File: src/rtl/stc_pkg.sv
package stc_pkg;

  typedef enum logic [3:0] {
    STC_NOP     = 4'h0,
    STC_MASK_RD = 4'h1,
    STC_MASK_WR = 4'h2,
    STC_CNT_LO  = 4'h3,
    STC_CNT_HI  = 4'h4
  } stc_cmd_e;

  typedef struct packed {
    logic mask_rd;
    logic mask_wr;
    logic cnt_lo;
    logic cnt_hi;
  } stc_strobe_t;

  localparam int STC_CODE_W  = 4;
  localparam int STC_PARAM_W = 8;

endpackage

File: src/rtl/stc_cmd_decode.sv
module stc_cmd_decode
  import stc_pkg::*;
(
  input  logic                   cmd_valid,
  input  logic [STC_CODE_W-1:0]  cmd_code,
  input  logic [STC_PARAM_W-1:0] cmd_param,
  output stc_strobe_t            strb
);

  logic     accept;
  stc_cmd_e code_e;

  assign accept = cmd_valid && (cmd_param == '0);
  assign code_e = stc_cmd_e'(cmd_code);

  always_comb begin
    strb = '0;
    if (accept) begin
      unique case (code_e)
        STC_MASK_RD: strb.mask_rd = 1'b1;
        STC_MASK_WR: strb.mask_wr = 1'b1;
        STC_CNT_LO:  strb.cnt_lo  = 1'b1;
        STC_CNT_HI:  strb.cnt_hi  = 1'b1;
        default:     strb = '0;
      endcase
    end
  end

endmodule

File: src/rtl/stc_halt_gate.sv
module stc_halt_gate #(
  parameter int NUM_CORES = 4,
  parameter int RB_W      = 32
) (
  input  logic                 clk,
  input  logic                 rst_n,
  input  logic                 wr_en,
  input  logic [RB_W-1:0]      wr_val,
  input  logic [NUM_CORES-1:0] halt_i,
  output logic [RB_W-1:0]      mask_q,
  output logic                 frozen
);

  function automatic logic any_gated_halt(
    input logic [NUM_CORES-1:0] halts,
    input logic [NUM_CORES-1:0] sel
  );
    logic hit;
    hit = 1'b0;
    for (int n = 0; n < NUM_CORES; n++) begin
      hit = hit | (halts[n] & sel[n]);
    end
    return hit;
  endfunction

  logic [NUM_CORES-1:0] gate_bits;
  assign gate_bits = mask_q[NUM_CORES-1:0];
  assign frozen    = any_gated_halt(halt_i, gate_bits);

  always_ff @(posedge clk) begin
    if (!rst_n)     mask_q <= '0;
    else if (wr_en) mask_q <= wr_val;
  end

endmodule

File: src/rtl/stc_count.sv
module stc_count #(
  parameter int RB_W = 32
) (
  input  logic              clk,
  input  logic              rst_n,
  input  logic              frozen,
  input  logic              snap,
  output logic [2*RB_W-1:0] cnt_q,
  output logic [RB_W-1:0]   hi_snap_q
);

  localparam int CNT_W = 2 * RB_W;

  function automatic logic [CNT_W-1:0] bump(
    input logic [CNT_W-1:0] cur,
    input logic             hold
  );
    return hold ? cur : cur + CNT_W'(1);
  endfunction

  always_ff @(posedge clk) begin
    if (!rst_n) begin
      cnt_q     <= '0;
      hi_snap_q <= '0;
    end else begin
      cnt_q <= bump(cnt_q, frozen);
      if (snap) hi_snap_q <= cnt_q[CNT_W-1:RB_W];
    end
  end

endmodule

File: src/rtl/stc_readback.sv
module stc_readback
  import stc_pkg::*;
#(
  parameter int RB_W = 32
) (
  input  logic            clk,
  input  logic            rst_n,
  input  stc_strobe_t     strb,
  input  logic [RB_W-1:0] mask,
  input  logic [RB_W-1:0] cnt_lo,
  input  logic [RB_W-1:0] hi_snap,
  output logic [RB_W-1:0] rb_q
);

  always_ff @(posedge clk) begin
    if (!rst_n)            rb_q <= '0;
    else if (strb.mask_rd) rb_q <= mask;
    else if (strb.cnt_lo)  rb_q <= cnt_lo;
    else if (strb.cnt_hi)  rb_q <= hi_snap;
  end

endmodule

File: src/rtl/shared_tick_counter.sv
module shared_tick_counter
  import stc_pkg::*;
#(
  parameter int NUM_CORES = 4,
  parameter int RB_W      = 32
) (
  input  logic                 clk,
  input  logic                 rst_n,
  input  logic [NUM_CORES-1:0] halt_i,
  input  logic                 cmd_valid,
  input  logic [3:0]           cmd_code,
  input  logic [7:0]           cmd_param,
  input  logic [RB_W-1:0]      cmd_data,
  output logic [RB_W-1:0]      rdback
);

  localparam int CNT_W = 2 * RB_W;

  stc_strobe_t       strb;
  logic [RB_W-1:0]   mask_q;
  logic              frozen;
  logic [CNT_W-1:0]  cnt_q;
  logic [RB_W-1:0]   hi_snap_q;

  stc_cmd_decode u_dec (
    .cmd_valid (cmd_valid),
    .cmd_code  (cmd_code),
    .cmd_param (cmd_param),
    .strb      (strb)
  );

  stc_halt_gate #(.NUM_CORES(NUM_CORES), .RB_W(RB_W)) u_gate (
    .clk    (clk),
    .rst_n  (rst_n),
    .wr_en  (strb.mask_wr),
    .wr_val (cmd_data),
    .halt_i (halt_i),
    .mask_q (mask_q),
    .frozen (frozen)
  );

  stc_count #(.RB_W(RB_W)) u_cnt (
    .clk       (clk),
    .rst_n     (rst_n),
    .frozen    (frozen),
    .snap      (strb.cnt_lo),
    .cnt_q     (cnt_q),
    .hi_snap_q (hi_snap_q)
  );

  stc_readback #(.RB_W(RB_W)) u_rb (
    .clk     (clk),
    .rst_n   (rst_n),
    .strb    (strb),
    .mask    (mask_q),
    .cnt_lo  (cnt_q[RB_W-1:0]),
    .hi_snap (hi_snap_q),
    .rb_q    (rdback)
  );

endmodule

File: config.mk
export PLATFORM = sky130hd
export DESIGN_NAME = shared_tick_counter
export DESIGN_NICKNAME = d
export VERILOG_FILES = /design/src/rtl/stc_pkg.sv /design/src/rtl/stc_cmd_decode.sv /design/src/rtl/stc_halt_gate.sv /design/src/rtl/stc_count.sv /design/src/rtl/stc_readback.sv /design/src/rtl/shared_tick_counter.sv
export SDC_FILE = /design/constraint.sdc
export NUM_CORES = 1
export LEC_CHECK = 0
export BUFFER_PORTS_ARGS = -buffer_cell sky130_fd_sc_hd__buf_2
export CORE_MARGIN = 5
export CORE_UTILIZATION = 60
export CTS_BUF_LIST = sky130_fd_sc_hd__clkbuf_8 sky130_fd_sc_hd__clkbuf_16
export CTS_CLUSTER_DIAMETER = 30
export DETAILED_ROUTE_END_ITERATION = 8
export PLACE_DENSITY_LB_ADDON = 0.3
export SETUP_SLACK_MARGIN = 0.05
export SLEW_MARGIN = 20
export SYNTH_ARGS = -nofsm -noshare
export SYNTH_HDL_FRONTEND = slang
export SYNTH_SLANG_ARGS = --single-unit
export TNS_END_PERCENT = 1
File: constraint.sdc
create_clock -name clk -period 5.15 [get_ports clk]
set_clock_uncertainty 0.05 [all_clocks]
set_input_delay 0.2575 -clock clk [delete_from_list [all_inputs] [get_ports clk]]
set_output_delay 0.2575 -clock clk [all_outputs]
set_load 0.02 [all_outputs]
==> results by group, run 1 <==
Power and ir drop
  – Worst VDD drop: 0.3093 mV
  – Static Leak: 2.746 nW
  – Pwr/cell area: 316.5 nW/µm²

Synthesis
  – Synth Area in Compound Gates: 0.1800
  – Cells after Synth: 823
  – Leading area contributor after synthesis: dfxtp_1
  – Largest family of logic cells by synthesized area: simple AND/OR/NAND/NOR gates
  – Synth Area in Adders: 0.001871
  – Count of cell types in the netlist: 39
  – Post-synth top flop: dfxtp_1
  – Number of synthesized flops with an enable pin: 0
  – Synth Cell Area: 6686 µm²
  – FFs w/ async S/R, synth: 0
  – Post-synthesis xor/xnor area fraction: 0.03406
  – Synth Register Bits: 160
  – Area contributors post-synth: dfxtp_1, nand2_1, a21oi_1
  – Warnings from Yosys: 0
  – Post-synthesis simple-gate area fraction: 0.2646
  – Multiplexer share of the synthesized area: 0.005988
  – Sequential-to-total area share from yosys stat: 0.4790
  – Synthesized area per cell: 8.124 µm²
  – Synth top area share: 0.4790
  – Synthesized net count: 875

Clock tree
  – Worst-skew pair later-pin latency: 0.55 ns
  – Clock Path Buffers: 2
  – Clock tree sinks: 160
  – Clock transition at path regs: 0.06 ns
  – Post-CTS setup buffer count: 0
  – Root buf cell: clkbuf_8
  – CTS H-tree depth: 4
  – CTS tree: yes
  – Total CTS buffers: 17

Placed design
  – Placer Congestion: 0.8999
  – I/O Buffers: 82
  – HPWL Detailed: 12.55 mm
  – Placed cell count: 998

Timing
  – Min Tclk post-route: 2.925 ns
  – Least-Margin Pin Slew: 1.053 ns
  – Max-slew violation count: 0
  – Unrepaired setup endpoints after global routing: no
  – Final hold vios: 0
  – Slew HR: 0.2914
  – Final setup fails: 0
  – FMAX: 0.3419 GHz
  – Setup_tns: 0 ns
  – Final Cycle Share: 0.5680

Status
  – Status: completed

Critical path
  – Startpoint Class: register
  – Flop2flop setup slack: 2.23 ns
  – Crit-path most repeated cell: or4_1
  – Critical Path, Cell by Cell: a22oi_1 -> nand3_1 -> or4_1 -> or4_1 -> a21oi_1
  – Slowest CP cell: or4_1
  – Top fanout value on the critical path: 26
  – CP peak stage delay: 0.94 ns
  – Critical Path Sink Type: register
  – WP data arrival: 3.34 ns
  – Worst Path Required: 5.57 ns
  – Setup CP Type: reg -> reg

Detailed routing
  – DR WL/cell: 18.44 µm
  – Via count: 6598
  – Vias per cell: 6.213
  – DRC viols: 0
  – DRT Wirelength: 19.58 mm
  – Drt initial violations: 811
  – Post-route ant nets: 0
  – Pre-antenna DRT Iters: 5

Global route
  – Global-route wire length before repair: 31.28 mm
  – Antenna violations before repair: 0
  – Grt ovf: 0
  – Vias in the first global route: 6229
  – GRT Total Usage: 0.2984
  – Largest net degree at the start of global routing: 95

Floorplanning
  – Core area: 10890 µm²
  – Initial Util: 0.6141
  – Die footprint: 13360 µm²
  – Die H: 115.6 µm
  – Number of core rows: 38
  – Ports: 83
  – Die Width: 115.6 µm

Hold path
  – Worst hold path class: in -> reg

Final layout
  – NumNets Final: 961
  – Final Non-Filler Cells: 1062
  – Area grow syn2layout: 19.85%
  – Final Util: 0.7360
  – Share of cells above drive strength 1: 0.1367
  – Antenna Cells: 0

Job
  – Max Cap Viol: 0
## per-layer routing
layer,vias up,wire length [µm],global-route usage
li1,3109,-,-
met1,3121,7826,0.3731
met2,313,9796,0.4954
met3,55,1354,0.06371
met4,0,607,0.1362
met5,-,0,0
## synthesized netlist by cell type (all sizes together) (5+ instances only)
library cell  count
or4               8
xnor2            19
dfxtp           160
inv               7
nor3             17
clkbuf           46
nor2             35
and4              9
a21oi           128
xor2              7
nand2           192
nand3            27
nor4             12
buf               5
or3              27
o21ai            27
o21a              5
nand4            25
and3             10
a221o            32
## where the power goes
group	internal (mW)	switching, mW
Combinational	0.0353	0.0409
Clock	0.721	0.497
Sequential	1.24	0.00307
Total	2.00	0.541
## state kept, by name, indices dropped and copies added, names as in the netlist
signal           count
u_gate.mask_q       32
u_cnt.cnt_q         64
u_rb.rb_q           32
u_cnt.hi_snap_q     32
## kinds of logic (layout without fill, tap and decap cells)
kind of cell,Yosys count,count (layout)
AND/OR/NAND/NOR,372,372
multiplexers,4,4
flip-flops,160,160
buffers and inverters,59,158
adder cells (fa/ha/maj),1,1
AO/OA/AOI/OAI,201,201
XOR/XNOR,26,26
## worst max-delay path: cells and delay by family, from the launching register on
kind | cells | cell delay (ns)
compound gates | 2 | 0.49
flops | 1 | 0.34
simple gates | 3 | 1.96
## path summary, 6_finish.rpt
| kind | depth (start not counted) | endpoint | startpoint |
|---|---|---|---|
| worst min register to register | 2 | u_gate.mask_q[10] | u_gate.mask_q[10] |
| worst max-delay path | 5 | u_cnt.cnt_q[48] | u_gate.mask_q[2] |
| worst min-delay path | 2 | u_cnt.cnt_q[53] | rst_n |
| worst max register to register | 5 | u_cnt.cnt_q[48] | u_gate.mask_q[2] |
## cell usage in the layout, fill, tap and decap left out, types with 12 or more instances in the layout
cell,n
nor2_1,34
nor3_1,16
nor4_1,12
buf_2,82
nand4_1,24
dfxtp_1,160
clkbuf_16,16
or3_1,27
xnor2_1,19
a21oi_1,128
nand3_1,26
dlygate4sd3_1,32
o21ai_0,27
a221o_1,32
nand2_1,192
## through the flow
| step | worst slack [ns] | hold slack [ns] | power, mW | cell area, µm² |
|---|---|---|---|---|
| after global placement | 2.275 | 0.3938 | 1.321 | 7107 |
| after detailed placement | 2.212 | 0.4034 | 1.323 | 7118 |
| final | 2.225 | 0.05911 | 2.537 | 8014 |
| after global routing | 1.994 | 0.05841 | 2.603 | 8014 |
| after CTS | 2.238 | 0.04108 | 2.534 | 8011 |
| after floorplan | 2.955 | 0.3435 | 1.295 | 6686 |
## timing repair
item / CTS / global route
gates resized for setup: 0 / 0
endpoints found under the hold margin: 32 / 0
hold buffers: 32 / 0
## area by class of cell
type	count	area, µm²
Clock inverter	12	117.6
Sequential cell	160	3203
Fill cell	746	2874
Tap cell	140	175.2
Multi-Input combinational cell	604	3271
Timing Repair Buffer	118	760.7
Inverter	8	31.28
Clock buffer	20	455.4
No activity file was read; power rests on OpenSTA's default activity.
==> inputs of run 2 (changes only) <==
--- a/config.mk
+++ b/config.mk
@@ -7,7 +7,7 @@
 export LEC_CHECK = 0
 export BUFFER_PORTS_ARGS = -buffer_cell sky130_fd_sc_hd__buf_2
 export CORE_MARGIN = 5
-export CORE_UTILIZATION = 60
+export CORE_UTILIZATION = 52
 export CTS_BUF_LIST = sky130_fd_sc_hd__clkbuf_8 sky130_fd_sc_hd__clkbuf_16
 export CTS_CLUSTER_DIAMETER = 30
 export DETAILED_ROUTE_END_ITERATION = 8
==> constraint.sdc (replaced) <==
create_clock -name clk -period 2.5 [get_ports clk]
set_clock_uncertainty 0.05 [all_clocks]
set_input_delay 0.125 -clock clk [delete_from_list [all_inputs] [get_ports clk]]
set_output_delay 0.125 -clock clk [all_outputs]
set_load 0.02 [all_outputs]
==> run 2 against run 1 <==
Compared with the run above: hold slack got worse by 0.018 ns; sequential power rose by 110%; final cell count rose by 6.8%; register-to-register slack worse by 2.1 ns; critical path type unchanged; combinational power rose by 110%; final area is 4.7% higher; highest routed layer unchanged; first-iteration DRC count is 1.8% higher.
==> results by group, run 2 (synthesis gave the netlist of run 1 again) <==
Timing
  – Final Cycle Share: 0.9530 (was 0.5680)
  – Unrepaired setup endpoints after global routing: yes (was no)
  – Final setup fails: 0 (unchanged)
  – Max-slew violation count: 0 (unchanged)
  – Setup_tns: 0 ns (unchanged)
  – Min Tclk post-route: 2.383 ns (was 2.925 ns)
  – Fin Hold WS: 0.04159 ns (was 0.05911 ns)
  – FMAX: 0.4197 GHz (was 0.3419 GHz)
  – Slew HR: 0.6408 (was 0.2914)
  – Least-Margin Pin Slew: 0.5339 ns (was 1.053 ns)
  – Final hold vios: 0 (unchanged)

Detailed routing
  – Vias per cell: 5.775 (was 6.213)
  – Post-route ant nets: 0 (unchanged)
  – Via count: 6549 (was 6598)
  – DR WL/cell: 17.03 µm (was 18.44 µm)
  – DRT Wirelength: 19.31 mm (was 19.58 mm)
  – Pre-antenna DRT Iters: 5 (unchanged)
  – DRC viols: 0 (unchanged)
  – Drt initial violations: 826 (was 811)

Placed design
  – HPWL Detailed: 12.72 mm (was 12.55 mm)
  – Placer Congestion: 0.9226 (was 0.8999)
  – I/O Buffers: 82 (unchanged)

Floorplanning
  – Number of core rows: 41 (was 38)
  – Ports: 83 (unchanged)
  – Core area: 12620 µm² (was 10890 µm²)
  – Die footprint: 15230 µm² (was 13360 µm²)
  – Die Width: 123.4 µm (was 115.6 µm)
  – Die H: 123.4 µm (was 115.6 µm)
  – Initial Util: 0.5298 (was 0.6141)

Power and ir drop
  – Share of power burned in combinational logic: 0.030 (about the same)
  – Internal: 4.151 mW (was 1.996 mW)
  – Clk pwr share: 0.488 (was 0.480)
  – Flop pwr share: 0.483 (was 0.490)
  – Static Leak: 2.956 nW (was 2.746 nW)
  – Pwr/cell area: 632.0 nW/µm² (was 316.5 nW/µm²)
  – Switching Share: 0.2168 (was 0.2133)
  – Net Switching: 1.149 mW (was 0.5410 mW)
  – Worst VDD drop: 0.7124 mV (was 0.3093 mV)

Global route
  – Grt ovf: 0 (unchanged)
  – GRT Total Usage: 0.2622 (was 0.2984)
  – Largest net degree at the start of global routing: 123 (was 95)
  – Vias in the first global route: 6189 (was 6229)
  – Antenna violations before repair: 0 (unchanged)
  – Global-route wire length before repair: 31.18 mm (was 31.28 mm)

Final layout
  – Number of flip-flops in the largest register: 64 (unchanged)
  – Register with the most flip-flops: u_cnt.cnt_q (unchanged)
  – NumNets Final: 1001 (was 961)
  – Area grow syn2layout: 25.43% (was 19.85%)
  – Antenna Cells: 0 (unchanged)
  – Share of cells above drive strength 1: 0.1705 (was 0.1367)
  – Most common cell after layout, fill and taps aside: nand2_1 (unchanged)
  – Highest-count cells in the layout ignoring fill and taps: nand2_1, dfxtp_1, a21oi_1 (unchanged)

Critical path
  – Critical Path Sink Type: register (unchanged)
  – Worst Path Required: 2.80 ns (was 5.57 ns)
  – Top fanout value on the critical path: 9 (was 26)
  – Worst Setup SP: u_gate.mask_q[2] (unchanged)
  – Startpoint Class: register (unchanged)
  – Setup CP Type: reg -> reg (unchanged)
  – WP data arrival: 2.68 ns (was 3.34 ns)
  – Worst reg2reg startpoint: u_gate.mask_q[2] (unchanged)

Clock tree
  – Worst-skew pair later-pin latency: 0.43 ns (was 0.55 ns)
  – Total CTS buffers: 17 (unchanged)
  – Clock transition at path regs: 0.06 ns (about the same)
  – Root buf cell: clkbuf_16 (was clkbuf_8)
  – CTS tree: yes (unchanged)
  – Clock tree sinks: 160 (unchanged)
  – CTS H-tree depth: 4 (unchanged)
  – Clock Path Buffers: 2 (unchanged)

Hold path
  – Hold wc startpoint: rst_n (unchanged)
  – Worst hold path class: in -> reg (unchanged)

Status
  – Status: completed (unchanged)

Job
  – Max Cap Viol: 0 (unchanged)
run 2: power groups by stage:
stage / registers (mW) / clock network, mW / logic (mW)
floorplan: 2.61 / 0 / 0.0527
global placement: 2.62 / 0 / 0.114
detailed placement: 2.62 / 0 / 0.114
CTS: 2.56 / 2.59 / 0.154
global route: 2.56 / 2.73 / 0.170
finish: 2.56 / 2.58 / 0.157
run 2: what timing repair did:
action / CTS / global route
hold buffers: 32 / 0
endpoints found under the setup margin: 6 / 6
buffers inserted: 0 / 1
endpoints found under the hold margin: 32 / 0
gates resized for setup: 1 / 0
pin swaps: 0 / 1
run 2: critical path, stage by stage, from the launching register on:
cell and delay, ns:
dfxtp_1 0.34, a22o_1 0.26, or3_1 0.42, or4_1 0.58
or4_1 0.51, a21oi_1 0.14
run 2: cell type report:
type	instances	area, µm²
Clock buffer	19	452.9
Clock inverter	13	137.6
Fill cell	1035	4233
Inverter	8	31.28
Multi-Input combinational cell	604	3261
Sequential cell	160	3203
Tap cell	172	215.2
Timing Repair Buffer	158	1086
run 2: worst paths after layout:
kind         slack, ns           endpoint  depth (start not counted)
max reg2reg       0.12    u_cnt.cnt_q[57]                          5
max               0.12    u_cnt.cnt_q[57]                          5
min reg2reg       0.41  u_gate.mask_q[25]                          2
min               0.04    u_cnt.cnt_q[53]                          2
run 2: metal layers:
layer / up-vias / part of all wire / global-route usage
li1: 3192 / - / -
met1: 3040 / 0.43 / 0.3443
met2: 265 / 0.48 / 0.4254
met3: 52 / 0.063 / 0.05306
met4: 0 / 0.025 / 0.1017
met5: - / 0 / 0
run 2: per-stage QoR:
| stage | cells | total power [mW] | util | worst slack, ns | instance area, µm² |
|---|---|---|---|---|---|
| 6_report | 1134 | 5.301 | 0.6646 | 0.1174 | 8387 |
| 5_1_grt | 1134 | 5.459 | 0.6646 | 0.01634 | 8387 |
| 4_1_cts | 1133 | 5.305 | 0.6640 | 0.1356 | 8379 |
| 3_5_place_dp | 1069 | 2.730 | 0.5915 | 0.04897 | 7465 |
| 3_3_place_gp | 1069 | 2.730 | 0.5915 | 0.1140 | 7465 |
| 2_1_floorplan | 823 | 2.667 | - | 0.3052 | 6686 |
